`src/rtl/sup_ctrl_pkg.sv`:
```
package sup_ctrl_pkg;
  typedef enum logic [2:0] {
    ST_IDLE,
    ST_ADDR,
    ST_AACK,
    ST_WDAT,
    ST_WACK,
    ST_RDAT,
    ST_RACK
  } bus_state_e;

  localparam int BYTE_W = 8;
endpackage

```
`src/rtl/sup_bus_sync.sv`:
```
module sup_bus_sync #(
  parameter int STAGES = 2
) (
  input  logic clk,
  input  logic rst_n,
  input  logic scl_i,
  input  logic sda_i,
  output logic scl_s,
  output logic sda_s,
  output logic scl_rise,
  output logic scl_fall,
  output logic start_det,
  output logic stop_det
);
  logic [STAGES-1:0] scl_pipe, sda_pipe;
  logic              scl_prev, sda_prev;

  always_ff @(posedge clk or negedge rst_n) begin
    if (!rst_n) begin
      scl_pipe <= '1;
      sda_pipe <= '1;
      scl_prev <= 1'b1;
      sda_prev <= 1'b1;
    end else begin
      scl_pipe <= {scl_pipe[STAGES-2:0], scl_i};
      sda_pipe <= {sda_pipe[STAGES-2:0], sda_i};
      scl_prev <= scl_pipe[STAGES-1];
      sda_prev <= sda_pipe[STAGES-1];
    end
  end

  assign scl_s     = scl_pipe[STAGES-1];
  assign sda_s     = sda_pipe[STAGES-1];
  assign scl_rise  = scl_s & ~scl_prev;
  assign scl_fall  = ~scl_s & scl_prev;
  // SDA edge while SCL is high on both samples
  assign start_det = scl_s & scl_prev & sda_prev & ~sda_s;
  assign stop_det  = scl_s & scl_prev & ~sda_prev & sda_s;
endmodule

```
`src/rtl/sup_ctrl_reg.sv`:
```
module sup_ctrl_reg #(
  parameter int CTRL_W = 6
) (
  input  logic              clk,
  input  logic              rst_n,
  input  logic              uvlo_i,
  input  logic              wr_en,
  input  logic [CTRL_W-1:0] wr_data,
  input  logic              ovld_flag_i,
  input  logic              otemp_flag_i,
  output logic [CTRL_W-1:0] ctrl_q,
  output logic [CTRL_W+1:0] rd_word
);
  logic [CTRL_W-1:0] ctrl_d;

  always_comb begin
    ctrl_d = ctrl_q;
    if (uvlo_i)     ctrl_d = '0;
    else if (wr_en) ctrl_d = wr_data;
  end

  always_ff @(posedge clk or negedge rst_n) begin
    if (!rst_n) ctrl_q <= '0;
    else        ctrl_q <= ctrl_d;
  end

  assign rd_word = {ovld_flag_i, otemp_flag_i, ctrl_q};


  uvlo_clear_chk: assert property (@(posedge clk) disable iff (!rst_n)
    uvlo_i |=> (ctrl_q == '0));


  ctrl_hold_chk: assert property (@(posedge clk) disable iff (!rst_n)
    !$stable(ctrl_q) |-> ($past(wr_en) || $past(uvlo_i)));
endmodule

```
`src/rtl/sup_ctrl_i2c_slave.sv`:
```
module sup_ctrl_i2c_slave
  import sup_ctrl_pkg::*;
#(
  parameter logic [6:0] BASE_ADDR   = 7'h08,
  parameter int         SEL_W       = 2,
  parameter int         CTRL_W      = 6,
  parameter int         SYNC_STAGES = 2
) (
  input  logic              clk,
  input  logic              rst_n,
  input  logic              scl_i,
  input  logic              sda_i,
  output logic              sda_oe,
  input  logic [SEL_W-1:0]  addr_sel,
  input  logic              uvlo_i,
  input  logic              ovld_flag_i,
  input  logic              otemp_flag_i,
  output logic [CTRL_W-1:0] ctrl_o
);
  localparam int CNT_W = $clog2(BYTE_W) + 1;
  localparam logic [CNT_W-1:0] FULL = CNT_W'(BYTE_W);

  logic scl_s, sda_s, scl_rise, scl_fall, start_det, stop_det;
  logic [6:0] my_addr;
  logic [CTRL_W+1:0] rd_word;
  logic wr_en;

  bus_state_e state_q, state_d;
  logic [CNT_W-1:0]  cnt_q, cnt_d;
  logic [BYTE_W-1:0] shr_q, shr_d, tx_q, tx_d;
  logic oe_q, oe_d, mack_q, mack_d;

  assign my_addr = BASE_ADDR + 7'(addr_sel);

  sup_bus_sync #(.STAGES(SYNC_STAGES)) u_sync (
    .clk(clk), .rst_n(rst_n), .scl_i(scl_i), .sda_i(sda_i),
    .scl_s(scl_s), .sda_s(sda_s), .scl_rise(scl_rise), .scl_fall(scl_fall),
    .start_det(start_det), .stop_det(stop_det)
  );

  sup_ctrl_reg #(.CTRL_W(CTRL_W)) u_reg (
    .clk(clk), .rst_n(rst_n), .uvlo_i(uvlo_i), .wr_en(wr_en),
    .wr_data(shr_q[CTRL_W-1:0]), .ovld_flag_i(ovld_flag_i),
    .otemp_flag_i(otemp_flag_i), .ctrl_q(ctrl_o), .rd_word(rd_word)
  );

  always_comb begin
    state_d = state_q;
    cnt_d   = cnt_q;
    shr_d   = shr_q;
    tx_d    = tx_q;
    oe_d    = oe_q;
    mack_d  = mack_q;
    wr_en   = 1'b0;
    if (uvlo_i) begin
      state_d = ST_IDLE;
      oe_d    = 1'b0;
    end else if (start_det) begin
      state_d = ST_ADDR;
      cnt_d   = '0;
      oe_d    = 1'b0;
    end else if (stop_det) begin
      state_d = ST_IDLE;
      oe_d    = 1'b0;
    end else begin
      unique case (state_q)
        ST_ADDR, ST_WDAT: begin
          if (scl_rise) begin
            shr_d = {shr_q[BYTE_W-2:0], sda_s};
            cnt_d = cnt_q + 1'b1;
          end else if (scl_fall && cnt_q == FULL) begin
            if (state_q == ST_WDAT) begin
              wr_en   = 1'b1;
              oe_d    = 1'b1;
              state_d = ST_WACK;
            end else if (shr_q[7:1] == my_addr) begin
              oe_d    = 1'b1;
              state_d = ST_AACK;
            end else begin
              state_d = ST_IDLE;
            end
          end
        end
        ST_AACK: begin
          if (scl_fall) begin
            cnt_d = '0;
            if (shr_q[0]) begin
              tx_d    = rd_word;
              oe_d    = ~rd_word[BYTE_W-1];
              state_d = ST_RDAT;
            end else begin
              oe_d    = 1'b0;
              state_d = ST_WDAT;
            end
          end
        end
        ST_WACK: begin
          if (scl_fall) begin
            oe_d    = 1'b0;
            cnt_d   = '0;
            state_d = ST_WDAT;
          end
        end
        ST_RDAT: begin
          if (scl_rise) begin
            cnt_d = cnt_q + 1'b1;
          end else if (scl_fall) begin
            if (cnt_q == FULL) begin
              oe_d    = 1'b0;
              state_d = ST_RACK;
            end else begin
              oe_d = ~tx_q[3'd7 - cnt_q[2:0]];
            end
          end
        end
        ST_RACK: begin
          if (scl_rise) begin
            mack_d = ~sda_s;
          end else if (scl_fall) begin
            if (mack_q) begin
              tx_d    = rd_word;
              oe_d    = ~rd_word[BYTE_W-1];
              cnt_d   = '0;
              state_d = ST_RDAT;
            end else begin
              state_d = ST_IDLE;
            end
          end
        end
        default: ;
      endcase
    end
  end

  always_ff @(posedge clk or negedge rst_n) begin
    if (!rst_n) begin
      state_q <= ST_IDLE;
      cnt_q   <= '0;
      shr_q   <= '0;
      tx_q    <= '0;
      oe_q    <= 1'b0;
      mack_q  <= 1'b0;
    end else begin
      state_q <= state_d;
      cnt_q   <= cnt_d;
      shr_q   <= shr_d;
      tx_q    <= tx_d;
      oe_q    <= oe_d;
      mack_q  <= mack_d;
    end
  end

  assign sda_oe = oe_q;


  uvlo_quiet_chk: assert property (@(posedge clk) disable iff (!rst_n)
    uvlo_i |=> !oe_q);


  oe_scl_low_chk: assert property (@(posedge clk) disable iff (!rst_n)
    $rose(oe_q) |-> !$past(scl_s));


  stop_idle_chk: assert property (@(posedge clk) disable iff (!rst_n)
    (stop_det && !uvlo_i) |=> (state_q == ST_IDLE));


  addr_match_chk: assert property (@(posedge clk) disable iff (!rst_n)
    (state_q == ST_AACK && $past(state_q) != ST_AACK) |-> ($past(shr_q[7:1]) == my_addr));
endmodule

```
`config.mk`:
```
export PLATFORM = sky130hd
export DESIGN_NAME = sup_ctrl_i2c_slave
export DESIGN_NICKNAME = d
export VERILOG_FILES = /design/src/rtl/sup_ctrl_pkg.sv /design/src/rtl/sup_bus_sync.sv /design/src/rtl/sup_ctrl_reg.sv /design/src/rtl/sup_ctrl_i2c_slave.sv
export SDC_FILE = /design/constraint.sdc
export NUM_CORES = 1
export LEC_CHECK = 0
export ABC_AREA = 1
export BUFFER_PORTS_ARGS = -buffer_cell sky130_fd_sc_hd__buf_2
export CAP_MARGIN = 5
export CORE_ASPECT_RATIO = 1.2
export CORE_UTILIZATION = 59
export DETAILED_ROUTE_END_ITERATION = 8
export PLACE_DENSITY = 0.84
export SLEW_MARGIN = 20
export SYNTH_ARGS = -nofsm -noshare
export SYNTH_HDL_FRONTEND = slang
export SYNTH_SLANG_ARGS = --single-unit
```
`constraint.sdc`:
```
create_clock -name clk -period 2.3 [get_ports clk]
set_clock_uncertainty 0.15 [all_clocks]
set_input_delay 0.23 -clock clk [delete_from_list [all_inputs] [get_ports clk]]
set_output_delay 0.23 -clock clk [all_outputs]
set_load 0.02 [all_outputs]
```
==> reports/metrics.csv, run 1 <==
stage,metric,value,unit
pwr,peak supply drop,597,uV
setup_path,most numerous cell on the critical path,nand2_1,
sta,Final Cycle Share,85.6,%
setup_path,Worst path slowest cell,dfrtp_1,
synth,synthesized cell area,2020,um2
synth,Post-Syn Nets,270,
placed_design,dpl cells,307,
pwr,power density cells,550,nW/um2
global_route,initial antenna violation count,0,
hold_path,hold crit path type,in2reg,
detailed_routing,starting DRC count in detailed routing,137,
setup_path,WS Path Type,reg2reg,
detailed_routing,Vias,1714,
synth,register area share after synthesis,46.1,%
final_layout,fin cells,320,
die,die area,3670,um2
pwr,Design Power,1.23,mW
global_route,vias in the first global route,1684,
die,num rows,22,
placed_design,DP HPWL,2.99,mm
detailed_routing,Pre-antenna DRT Iters,4,
sta,RSZ-0062 raised after global routing,no,
final_layout,Final Cell Area,2230,um2
synth,Synth Area in Compound Gates,13.7,%
global_route,largest net degree at the start of global routing,38,
placed_design,port buffer count,15,
die,area of the core,3170,um2
global_route,total grt overflow,0,
final_layout,final net count,294,
placed_design,DP Area,2120,um2
cts,Clock Path Buffers,2,
sta,setup violators final,0,
setup_path,"Arr. time, crit path",2.09,ns
detailed_routing,via density per instance,5.36,
sta,Final Critical Period,1.97,ns
cts,H-tree depth,2,
synth,synthesized-area fraction occupied by adder cells,1.24,%
setup_path,Crit path max-delay family,simple AND/OR/NAND/NOR gates,
synth,largest family of logic cells by synthesized area,simple AND/OR/NAND/NOR gates,
detailed_routing,Avg WL per Cell,12.6,um
die,Initial Utilization,64.0,%
die,die height,66.2,um
placed_design,GP Congestion,0.923,
setup_path,CP cell instances,inv_1 > ha_1 > nand3_1 > nor2_1 > nand2_1 > nand3_2 > nand2_1 > nor2_4 > nand2_1 > o21ai_1,
final_layout,diode count,0,
sta,Max Clock Freq,508,MHz
sta,Final Max Tran Viols,0,
synth,mux contribution to synthesized area,0,%
global_route,global-route wire length before repair,6.95,mm
synth,Gate Count Post-Synth,259,
setup_path,worst-path maximum fanout,9,
synth,number of synthesized register bits,37,
detailed_routing,DRC Markers,0,
setup_path,CP required,2.42,ns
cts,CTS clock-pin slew for the worst setup and hold paths,0.13,ns
setup_path,startpoint type of the worst setup path,flip-flop,
detailed_routing,post-route ant nets,0,
detailed_routing,total wire length,4.04,mm
synth,Ys Warns,0,
setup_path,Critical Path End Type,flip-flop,
job,Max Cap Viol,0,
cts,total setup buffers inserted after CTS,0,
synth,syn avg cell area,7.82,um2
final_layout,area grow syn2layout,10.3,%
cts,clock latency on the worst-skew pair,0.35,ns
synth,Post-Synth Simple-Gate Area,29.8,%
cts,# clock sinks,37,
sta,Worst Max-Slew Pin Slew,0.790,ns
cts,post-CTS sizing,0,
global_route,GRT Overall Usage,24.9,%
die,die width,55.5,um
final_layout,share of layout cells above drive strength 1,20.8,%
pwr,leakage power,1.13,nW
setup_path,CP bufs+invs,1,
sta,final hold violations,0,
sta,final setup TNS,0,ns
synth,Yosys cell types,29,
die,io pins,16,
cts,CTS tree,done,
setup_path,delay of the slowest cell on the worst path,0.49,ns
sta,Max-slew headroom,47.3,%
synth,fraction of synthesized cell area in xor and xnor cells,0.433,%
cts,Root Driver,clkbuf_4,
cts,total CTS buffers,5,
status,outcome,completed,
==> routing by layer <==
| metal | global-route usage [%] | part of all wire, % | wire length (um) |
|---|---|---|---|
| met1 | 29.0 | 44 | 1780 |
| met2 | 43.7 | 50 | 2010 |
| met3 | 4.70 | 3.7 | 151 |
| met4 | 12.8 | 2.5 | 100 |
| met5 | 0 | 0 | 0 |
==> synth_stat cells <==
library cell / instances / share of area (%)
nand2_1: 67 / 12
inv_1: 38 / 7.0
dfrtp_1: 31 / 38
nor2_1: 23 / 4.3
nand3_1: 21 / 5.2
o21ai_0: 13 / 3.2
a21oi_1: 7 / 1.7
o21ai_1: 7 / 1.7
dfstp_2: 6 / 7.8
o21ai_2: 6 / 2.6
o22ai_1: 5 / 1.5
a21oi_2: 4 / 1.7
inv_2: 4 / 0.74
nand2_2: 4 / 1.2
nand4_1: 3 / 0.93
nor2_4: 3 / 1.7
ha_1: 2 / 1.2
nand2_4: 2 / 1.1
nand3_2: 2 / 0.99
nor2_2: 2 / 0.62
a31oi_1: 1 / 0.31
buf_2: 1 / 0.25
buf_6: 1 / 0.56
clkbuf_1: 1 / 0.19
nor3_1: 1 / 0.25
nor3_4: 1 / 0.80
o21ai_4: 1 / 0.80
or2_2: 1 / 0.31
xor2_1: 1 / 0.43
==> repair_timing <==
action,CTS,global route
endpoints found under the setup margin,0,0
hold buffers,5,0
endpoints found under the hold margin,35,0
==> area by class of cell <==
cell class,instances,area [um2]
flip-flops and latches,37,933
fillers,252,932
multi-input cells,177,913
inverters,42,158
repair buffers,20,125
well taps,36,45.0
clock buffers,5,37.5
clock inverters,3,21.3
==> through the flow <==
| stage | setup WS, ns | util, % | hold WS, ns |
|---|---|---|---|
| after floorplan | 0.527 | - | -0.216 |
| after global placement | 0.483 | 67.1 | 0.186 |
| after detailed placement | 0.417 | 67.1 | 0.187 |
| after CTS | 0.369 | 70.6 | 0.0577 |
| after global routing | 0.157 | 70.6 | 0.118 |
| final | 0.332 | 70.6 | 0.0863 |
==> power by group <==
group | total (mW) | internal, mW | switching [mW] | leakage, nW
clock network | 0.359 | 0.121 | 0.238 | 0.0316
logic | 0.150 | 0.0504 | 0.0998 | 0.653
registers | 0.719 | 0.693 | 0.0264 | 0.445
total | 1.23 | 0.864 | 0.364 | 1.13
==> flip-flops by register name, indices dropped and copies added (netlist names), 2 cells and up <==
| name | count |
|---|---|
| u_sync.scl_pipe | 2 |
| u_reg.ctrl_q | 6 |
| tx_q | 8 |
| shr_q | 8 |
| u_sync.sda_pipe | 2 |
| cnt_q | 4 |
| state_q | 3 |
==> worst min-delay path, stage by stage <==
cell	delay (ns)
buf_2	0.14
a21oi_1	0.07
nand2_1	0.06
o21ai_1	0.05
==> cells by family after synthesis <==
family | count (synthesis)
XOR/XNOR | 1
AO/OA/AOI/OAI | 44
adder cells (fa/ha/maj) | 2
AND/OR/NAND/NOR | 130
buffers and inverters | 45
flip-flops | 37
==> final timing paths <==
check,cells after the start,to,slack [ns],from
max,10,state_q[2]$_DFFE_PN0P_,0.33,cnt_q[0]$_DFFE_PN0P_
min,4,state_q[0]$_DFFE_PN0P_,0.09,uvlo_i
max reg2reg,10,state_q[2]$_DFFE_PN0P_,0.33,cnt_q[0]$_DFFE_PN0P_
min reg2reg,0,u_sync.scl_pipe[1]$_DFF_PN1_,0.21,u_sync.scl_pipe[0]$_DFF_PN1_
max in group asynchronous,2,state_q[1]$_DFFE_PN0P_,1.16,rst_n
min in group asynchronous,2,tx_q[2]$_DFFE_PN0P_,0.33,rst_n
==> cells in the final DEF, fill, tap and decap left out <==
| cell type | Yosys | routed |
|---|---|---|
| nand3_1 | 21 | 21 |
| o21ai_1 | 7 | 7 |
| nand3_2 | 2 | 2 |
| nor3_1 | 1 | 1 |
| nand2_4 | 2 | 2 |
| inv_1 | 38 | 38 |
| o21ai_0 | 13 | 13 |
| o21ai_4 | 1 | 1 |
| nor2_1 | 23 | 23 |
| dfrtp_1 | 31 | 31 |
| o21ai_2 | 6 | 6 |
| ha_1 | 2 | 2 |
| o22ai_1 | 5 | 5 |
| clkinvlp_4 | 0 | 1 |
| clkbuf_4 | 0 | 5 |
| nor3_4 | 1 | 1 |
| inv_2 | 4 | 4 |
| nand2_1 | 67 | 67 |
| buf_2 | 1 | 15 |
| nand4_1 | 3 | 3 |
| nor2_4 | 3 | 3 |
| nand2_2 | 4 | 4 |
| dlygate4sd3_1 | 0 | 5 |
| xor2_1 | 1 | 1 |
| a21oi_1 | 7 | 7 |
| a31oi_1 | 1 | 1 |
| a21oi_2 | 4 | 4 |
| clkinv_2 | 0 | 1 |
| dfstp_2 | 6 | 6 |
| or2_2 | 1 | 1 |
| nor2_2 | 2 | 2 |
| inv_6 | 0 | 1 |
No activity file was read; power rests on OpenSTA's default activity.
==> run 2, diff against run 1 <==
--- a/config.mk
+++ b/config.mk
@@ -9,9 +9,9 @@
 export BUFFER_PORTS_ARGS = -buffer_cell sky130_fd_sc_hd__buf_2
 export CAP_MARGIN = 5
 export CORE_ASPECT_RATIO = 1.2
-export CORE_UTILIZATION = 59
+export CORE_UTILIZATION = 30
 export DETAILED_ROUTE_END_ITERATION = 8
-export PLACE_DENSITY = 0.84
+export PLACE_DENSITY = 0.51
 export SLEW_MARGIN = 20
 export SYNTH_ARGS = -nofsm -noshare
 export SYNTH_HDL_FRONTEND = slang
==> run 2 against run 1 <==
  * Clock-buffer cell count grew 1
  * Worst hold slack worse by 0.061 ns
  * Critical path depth did not move
  * Highest routed layer unchanged
  * Critical endpoint is now state_q[0]$_DFFE_PN0P_
  * First-iteration DRC count decreased by 56%
==> reports/metrics.csv, run 2 (same netlist as run 1, synthesis figures left out) <==
stage,metric,value,unit,change
status,outcome,completed,,
die,die width,77.0,um,+39%
sta,RSZ-0062 raised after global routing,no,,
cts,CTS Hold Buffers Added,3,,-2
hold_path,hold crit path type,in2reg,,
global_route,global-route wire length before repair,8.00,mm,+15%
detailed_routing,starting DRC count in detailed routing,60,,-56%
final_layout,Layout fillers,720,,+190%
setup_path,Worst path slowest cell,dfrtp_1,,
sta,setup violators final,0,,unchanged
setup_path,RR Startpoint,cnt_q[0]$_DFFE_PN0P_,,
placed_design,port buffer count,15,,unchanged
sta,Final Critical Period,1.92,ns,-0.0451 ns
detailed_routing,Avg WL per Cell,12.2,um,-3.5%
cts,total CTS buffers,5,,unchanged
sta,Max-slew headroom,45.3,%,-2.1 points
global_route,total grt overflow,0,,unchanged
pwr,peak supply drop,307,uV,-49%
final_layout,area grow syn2layout,15.7,%,
cts,H-tree depth,2,,unchanged
placed_design,DP HPWL,3.50,mm,+17%
setup_path,CP required,2.37,ns,-0.05 ns
setup_path,delay of the slowest cell on the worst path,0.47,ns,-0.02 ns
cts,CTS clock-pin slew for the worst setup and hold paths,0.08,ns,-0.05 ns
final_layout,largest registers,"shr_q x8, tx_q x8, u_reg.ctrl_q x6",,
sta,final hold violations,0,,unchanged
setup_path,startpoint type of the worst setup path,flip-flop,,
detailed_routing,Pre-antenna DRT Iters,4,,unchanged
sta,worst hold margin,0.0258,ns,-0.0605 ns
cts,CTS tree,done,,
setup_path,r2r setup slk,0.38,ns,+0.05 ns
die,num rows,32,,+45%
die,die height,92.0,um,+39%
cts,Clock Path Buffers,2,,unchanged
final_layout,final net count,294,,unchanged
cts,post-CTS sizing,0,,unchanged
die,Initial Utilization,31.2,%,-33 points
sta,Final Cycle Share,83.6,%,-2.0 points
pwr,power density cells,617,nW/um2,+12%
placed_design,GP Congestion,0.878,,-4.9%
setup_path,Worst Setup EP,state_q[0]$_DFFE_PN0P_,,
global_route,largest net degree at the start of global routing,38,,unchanged
setup_path,CP cell instances,inv_1 > ha_1 > nand3_1 > nor2_1 > nand2_1 > nand3_2 > nand2_1 > nor2_4 > nand2_1 > o21ai_1,,
detailed_routing,post-route ant nets,0,,unchanged
setup_path,WS Path Type,reg2reg,,
detailed_routing,via density per instance,4.55,,-15%
sta,Max Clock Freq,520,MHz,+2.3%
final_layout,share of layout cells above drive strength 1,21.1,%,+0.35 points
cts,total setup buffers inserted after CTS,0,,unchanged
sta,Final Max Tran Viols,0,,unchanged
sta,final setup TNS,0,ns,unchanged
job,Max Cap Viol,0,,unchanged
global_route,vias in the first global route,1691,,+0.42%
cts,clock latency on the worst-skew pair,0.29,ns,-0.06 ns
setup_path,crit path from,cnt_q[0]$_DFFE_PN0P_,,
setup_path,reg2reg end,state_q[0]$_DFFE_PN0P_,,
setup_path,Worst Reg-to-Reg Cells,10,,unchanged
detailed_routing,Vias,1679,,-2.0%
sta,Worst Max-Slew Pin Slew,0.821,ns,+0.0312 ns
global_route,initial antenna violation count,0,,unchanged
cts,Root Driver,clkbuf_8,,
final_layout,"commonest non-fill, non-tap cell in the layout",nand2_1,,
global_route,GRT Overall Usage,14.7,%,-10 points
setup_path,worst-path maximum fanout,9,,unchanged
die,area of the core,6490,um2,+100%
cts,# clock sinks,37,,unchanged
setup_path,Critical Path End Type,flip-flop,,
die,die area,7080,um2,+93%
final_layout,diode count,0,,unchanged
die,io pins,16,,unchanged
detailed_routing,DRC Markers,0,,unchanged
detailed_routing,total wire length,4.49,mm,+11%
final_layout,"commonest cells after routing, fill and taps aside","nand2_1 (67), inv_1 (38), dfrtp_1 (31)",,
pwr,leakage power,1.16,nW,+2.3%
setup_path,"Arr. time, crit path",2.00,ns,-0.09 ns
setup_path,most numerous cell on the critical path,nand2_1,,
## run 2: cell types whose count changed in the layout (fill, tap and decap cells not counted), moves of 2 or more
cell           before  now
buf_4               0    2
clkbuf_4            5    0
dlygate4sd3_1       5    3
clkbuf_8            0    5
## run 2: final cells by class
type / instances / area [um2] / share of cell area, %
clock buffers: 6 / 72.6 / 3.10
clock inverters: 2 / 38.8 / 1.66
inverters: 42 / 158 / 6.73
multi-input cells: 177 / 913 / 39.0
flip-flops and latches: 37 / 933 / 39.9
well taps: 85 / 106 / 4.54
repair buffers: 20 / 120 / 5.13
## run 2: worst max-delay path, delay by kind of cell, from the launching register on
family | cells | cell delay (ns)
DFF | 1 | 0.47
AOI/OAI and AO/OA | 1 | 0.07
adders and majority gates | 1 | 0.18
and+or+nand+nor | 7 | 0.82
buffers and inverters | 1 | 0.17
## run 2: how the worst min path moves through the flow
stage / startpoint / end / depth (start not counted)
after floorplan: rst_n / cnt_q[0]$_DFFE_PN0P_ / 0
after global placement: sda_i / u_sync.sda_pipe[0]$_DFF_PN1_ / 1
after detailed placement: scl_i / u_sync.scl_pipe[0]$_DFF_PN1_ / 1
after CTS: otemp_flag_i / tx_q[6]$_DFFE_PN0P_ / 3
after global routing: otemp_flag_i / tx_q[6]$_DFFE_PN0P_ / 3
final: otemp_flag_i / tx_q[6]$_DFFE_PN0P_ / 3
## run 2: per-layer routing
metal  vias up  routed length [um]  GRT usage, %
met5         -                   0             0
met4         0                 142          7.23
met1       770                2000          17.1
met3        11                 142          2.69
met2        28                2210          25.7
li1        870                   -             -
## run 2: stage by stage
stage / utilization [%] / std cells / setup WS (ns) / total power, mW / area (um2)
floorplan: - / 259 / 0.527 / 0.826 / 2020
global placement: 33.9 / 358 / 0.401 / 0.883 / 2200
detailed placement: 33.9 / 358 / 0.411 / 0.886 / 2200
CTS: 36.1 / 369 / 0.381 / 1.47 / 2340
global route: 36.1 / 369 / 0.158 / 1.53 / 2340
finish: 36.1 / 369 / 0.377 / 1.45 / 2340
## run 2: report_power, final
group / switching, mW / total, mW / internal (mW) / leakage (nW)
Combinational: 0.102 / 0.152 / 0.0496 / 0.655
Clock: 0.246 / 0.572 / 0.326 / 0.0554
Sequential: 0.0287 / 0.722 / 0.693 / 0.445
Total: 0.377 / 1.45 / 1.07 / 1.16
==> run 3, diff against run 2 <==
--- a/config.mk
+++ b/config.mk
@@ -5,13 +5,13 @@
 export SDC_FILE = /design/constraint.sdc
 export NUM_CORES = 1
 export LEC_CHECK = 0
-export ABC_AREA = 1
+export ABC_AREA = 0
 export BUFFER_PORTS_ARGS = -buffer_cell sky130_fd_sc_hd__buf_2
 export CAP_MARGIN = 5
 export CORE_ASPECT_RATIO = 1.2
 export CORE_UTILIZATION = 30
 export DETAILED_ROUTE_END_ITERATION = 8
-export PLACE_DENSITY = 0.51
+export PLACE_DENSITY = 0.52
 export SLEW_MARGIN = 20
 export SYNTH_ARGS = -nofsm -noshare
 export SYNTH_HDL_FRONTEND = slang
==> constraint.sdc (replaced) <==
create_clock -name clk -period 1.7 [get_ports clk]
set_clock_uncertainty 0.15 [all_clocks]
set_input_delay 0.17 -clock clk [delete_from_list [all_inputs] [get_ports clk]]
set_output_delay 0.17 -clock clk [all_outputs]
set_load 0.02 [all_outputs]
==> run 3 against run 2 <==
  * The flow now finishes with violations (setup timing)
  * First-iteration DRC count is 53% lower
  * Non-clock buffer count increased by 57
  * Global-route usage increased by 2.4 points
  * Combinational power up 64%
  * Area after synthesis shrank 8.8%
  * Synthesized cell count is 39% lower
  * Clock power grew 33%
  * Sequential cell count stayed put
  * Largest power group unchanged
==> reports/metrics.csv, run 3 <==
stage,metric,value,unit,change
pwr,Int Pwr,1.47,mW,+38%
synth,Post-synth ARST share,100,%,unchanged
global_route,GRT Overall Usage,17.1,%,+2.4 points
sta,setup violators final,30,,+30
setup_path,RR Startpoint,cnt_q[1]$_DFFE_PN0P_,,
cts,total CTS buffers,5,,unchanged
die,area of the core,5780,um2,-11%
global_route,largest net degree at the start of global routing,23,,-39%
die,die height,88.0,um,-4.4%
setup_path,r2r setup slk,-0.18,ns,-0.56 ns
setup_path,Critical Path End Type,flip-flop,,
die,die width,73.6,um,-4.4%
detailed_routing,total wire length,4.90,mm,+9.2%
sta,RSZ-0062 raised after global routing,yes,,
setup_path,crit path from,cnt_q[1]$_DFFE_PN0P_,,
synth,Gate Count Post-Synth,159,,-39%
global_route,initial antenna violation count,0,,unchanged
synth,syn avg cell area,11.6,um2,+49%
sta,Worst Max-Slew Pin Slew,0.426,ns,-0.395 ns
final_layout,FF+latch area,935,um2,+0.13%
detailed_routing,post-route ant nets,0,,unchanged
synth,"Primary FF master, synth",dfrtp_1,,
setup_path,WS Path Type,reg2reg,,
pwr,peak supply drop,463,uV,+51%
detailed_routing,DRC Markers,0,,unchanged
final_layout,"commonest non-fill, non-tap cell in the layout",buf_4,,
synth,Synth area leaders,"dfrtp_1 (42%), mux2_1 (9.1%), dfstp_2 (8.5%)",,
sta,Max Clock Freq,531,MHz,+2.0%
cts,# clock sinks,37,,unchanged
sta,Final Critical Period,1.88,ns,-0.0384 ns
die,num rows,30,,-6.3%
setup_path,worst-path maximum fanout,3,,-6
detailed_routing,Pre-antenna DRT Iters,4,,unchanged
die,die area,6480,um2,-8.6%
synth,synthesized cell area,1850,um2,-8.8%
pwr,Design Power,1.94,mW,+34%
setup_path,delay of the slowest cell on the worst path,0.41,ns,-0.06 ns
synth,Yosys cell types,47,,+62%
synth,Synth area leader,dfrtp_1,,
cts,CTS tree,done,,
final_layout,Layout fillers,510,,-29%
pwr,Sw Ratio,24.2,%,-1.9 points
pwr,leakage power,1.37,nW,+19%
sta,final hold violations,0,,unchanged
synth,Post-Syn Nets,170,,-37%
setup_path,Worst path slowest cell,dfrtp_2,,
synth,"EDFF count, synth",0,,unchanged
cts,Clock Path Buffers,2,,unchanged
placed_design,DP HPWL,3.34,mm,-4.5%
global_route,vias in the first global route,1671,,-1.2%
placed_design,port buffer count,15,,unchanged
final_layout,"commonest cells after routing, fill and taps aside","buf_4 (44), dfrtp_1 (30), mux2_4 (15), buf_2 (15), nor2_1 (13)",,
final_layout,final net count,250,,-15%
detailed_routing,Vias,1524,,-9.2%
die,Initial Utilization,31.9,%,+0.74 points
setup_path,CP bufs+invs,2,,+1
status,failing checks,setup timing,,
cts,clock latency on the worst-skew pair,0.29,ns,about the same
placed_design,DP Area,2360,um2,+7.0%
final_layout,largest registers,"shr_q x8, tx_q x8, u_reg.ctrl_q x6",,
setup_path,startpoint type of the worst setup path,flip-flop,,
global_route,total grt overflow,0,,unchanged
hold_path,hold crit path type,in2async,,
pwr,power density cells,665,nW/um2,+7.8%
pwr,Net Switching,0.468,mW,+24%
pwr,combinational cell fraction of total power,12.9,%,+2.4 points
pwr,Clk network pwr share,39.3,%,-0.3 points
global_route,global-route wire length before repair,8.29,mm,+3.6%
pwr,Reg power frac,47.8,%,-2.1 points
detailed_routing,Avg WL per Cell,15.3,um,+26%
synth,"count leader, synth",dfrtp_1,,
synth,Ys Warns,0,,unchanged
final_layout,area grow syn2layout,57.9,%,
synth,number of synthesized register bits,37,,unchanged
setup_path,reg2reg end,state_q[1]$_DFFE_PN0P_,,
die,io pins,16,,unchanged
setup_path,CP cell instances,inv_2 > ha_4 > nand3b_1 > nor3_4 > buf_6 > o211ai_1 > a21oi_1 > nor4_4,,
sta,Final Max Tran Viols,0,,unchanged
final_layout,Final Cell Area,2920,um2,+25%
cts,Root Driver,clkbuf_8,,
synth,register area share after synthesis,50.5,%,+4.4 points
detailed_routing,via density per instance,4.76,,+4.7%
setup_path,"Arr. time, crit path",1.91,ns,-0.09 ns
synth,Synth top area share,42.0,%,+3.7 points
status,outcome,"finished, violations left",,
final_layout,share of layout cells above drive strength 1,60.0,%,+39 points
synth,leading cell types by count after synthesis,"dfrtp_1 (31), mux2_1 (15), nor2_1 (15), o21ai_0 (8), inv_1 (7)",,
cts,H-tree depth,2,,unchanged
placed_design,GP Congestion,0.878,,about the same
cts,CTS clock-pin slew for the worst setup and hold paths,0.08,ns,about the same
job,Max Cap Viol,0,,unchanged
setup_path,Worst Reg-to-Reg Cells,8,,-2
sta,Max-slew headroom,71.6,%,+26 points
setup_path,Crit path max-delay family,simple AND/OR/NAND/NOR gates,,
final_layout,diode count,0,,unchanged
detailed_routing,starting DRC count in detailed routing,28,,-53%
final_layout,Multi-input gate area,1120,um2,+23%
sta,PnR worst setup slack,-0.184,ns,-0.562 ns
setup_path,CP required,1.73,ns,-0.64 ns
sta,Final Cycle Share,111,%,+27 points
[run 3: through the flow]
stage,worst slack [ns],hold WS (ns),TNS [ns],util (%),std cells
after floorplan,-0.127,-0.276,-1.33,-,159
after global placement,-0.192,-0.0223,-3.20,40.8,289
after detailed placement,-0.195,-0.0191,-3.94,40.8,289
after CTS,-0.169,0.207,-2.10,47.5,311
after global routing,-0.309,0.213,-5.28,50.5,320
final,-0.184,0.195,-3.13,50.5,320
[run 3: cell families after synthesis]
family | Yosys count | share of synthesized area, %
XOR/XNOR | 3 | 1.42
buffers and inverters | 11 | 2.37
AND/OR/NAND/NOR | 48 | 15.7
adder cells (fa/ha/maj) | 2 | 1.35
multiplexers | 23 | 15.2
AO/OA/AOI/OAI | 35 | 13.4
flip-flops | 37 | 50.5
[run 3: timing repair]
item | CTS | global route
cloned | 0 | 0
gates resized for setup | 42 | 23
buffers inserted | 9 | 10
setup endpoints to repair | 30 | 30
hold endpoints to repair | 41 | 0
hold buffers | 5 | 0
pin swaps | 15 | 20
[run 3: worst max path at each step]
| stage | endpoint | slack (ns) | depth (start not counted) |
|---|---|---|---|
| 6_report | state_q[1]$_DFFE_PN0P_ | -0.18 | 8 |
| 5_1_grt | state_q[1]$_DFFE_PN0P_ | -0.31 | 5 |
| 4_1_cts | sda_oe$_DFFE_PN0P_ | -0.17 | 6 |
| 3_5_place_dp | u_reg.ctrl_q[2]$_DFFE_PN0P_ | -0.19 | 6 |
| 3_3_place_gp | u_reg.ctrl_q[4]$_DFFE_PN0P_ | -0.19 | 9 |
| 2_1_floorplan | tx_q[2]$_DFFE_PN0P_ | -0.13 | 4 |
[run 3: power groups by stage]
stage / Clock, mW / Combinational [mW] / Sequential, mW
after floorplan: 0 / 0.0738 / 0.943
after global placement: 0 / 0.174 / 0.939
after detailed placement: 0 / 0.179 / 0.941
after CTS: 0.790 / 0.217 / 0.926
after global routing: 0.820 / 0.273 / 0.931
final: 0.761 / 0.250 / 0.928
[run 3: cell type report]
class                   count  area share, %
clock buffers               6           2.49
clock inverters             2           1.33
inverters                   7          0.901
multi-input cells         111           38.6
flip-flops and latches     37           32.0
well taps                  80           3.43
repair buffers             77           21.2
[run 3: layer usage]
metal / track usage [%] / wire length, um / part of all wire [%] / vias to the layer above
li1: - / - / - / 744
met1: 21.5 / 2260 / 46 / 754
met2: 27.9 / 2450 / 50 / 19
met3: 3.57 / 93 / 1.9 / 7
met4: 7.87 / 106 / 2.2 / 0
met5: 0 / 0 / 0 / -
[run 3: worst reg2reg max path: stages, from the launching register on]
cell and delay [ns]:
dfrtp_2 0.41, inv_2 0.07, ha_4 0.12, nand3b_1 0.18, nor3_4 0.30, buf_6 0.13, o211ai_1 0.09, a21oi_1 0.27
nor4_4 0.05
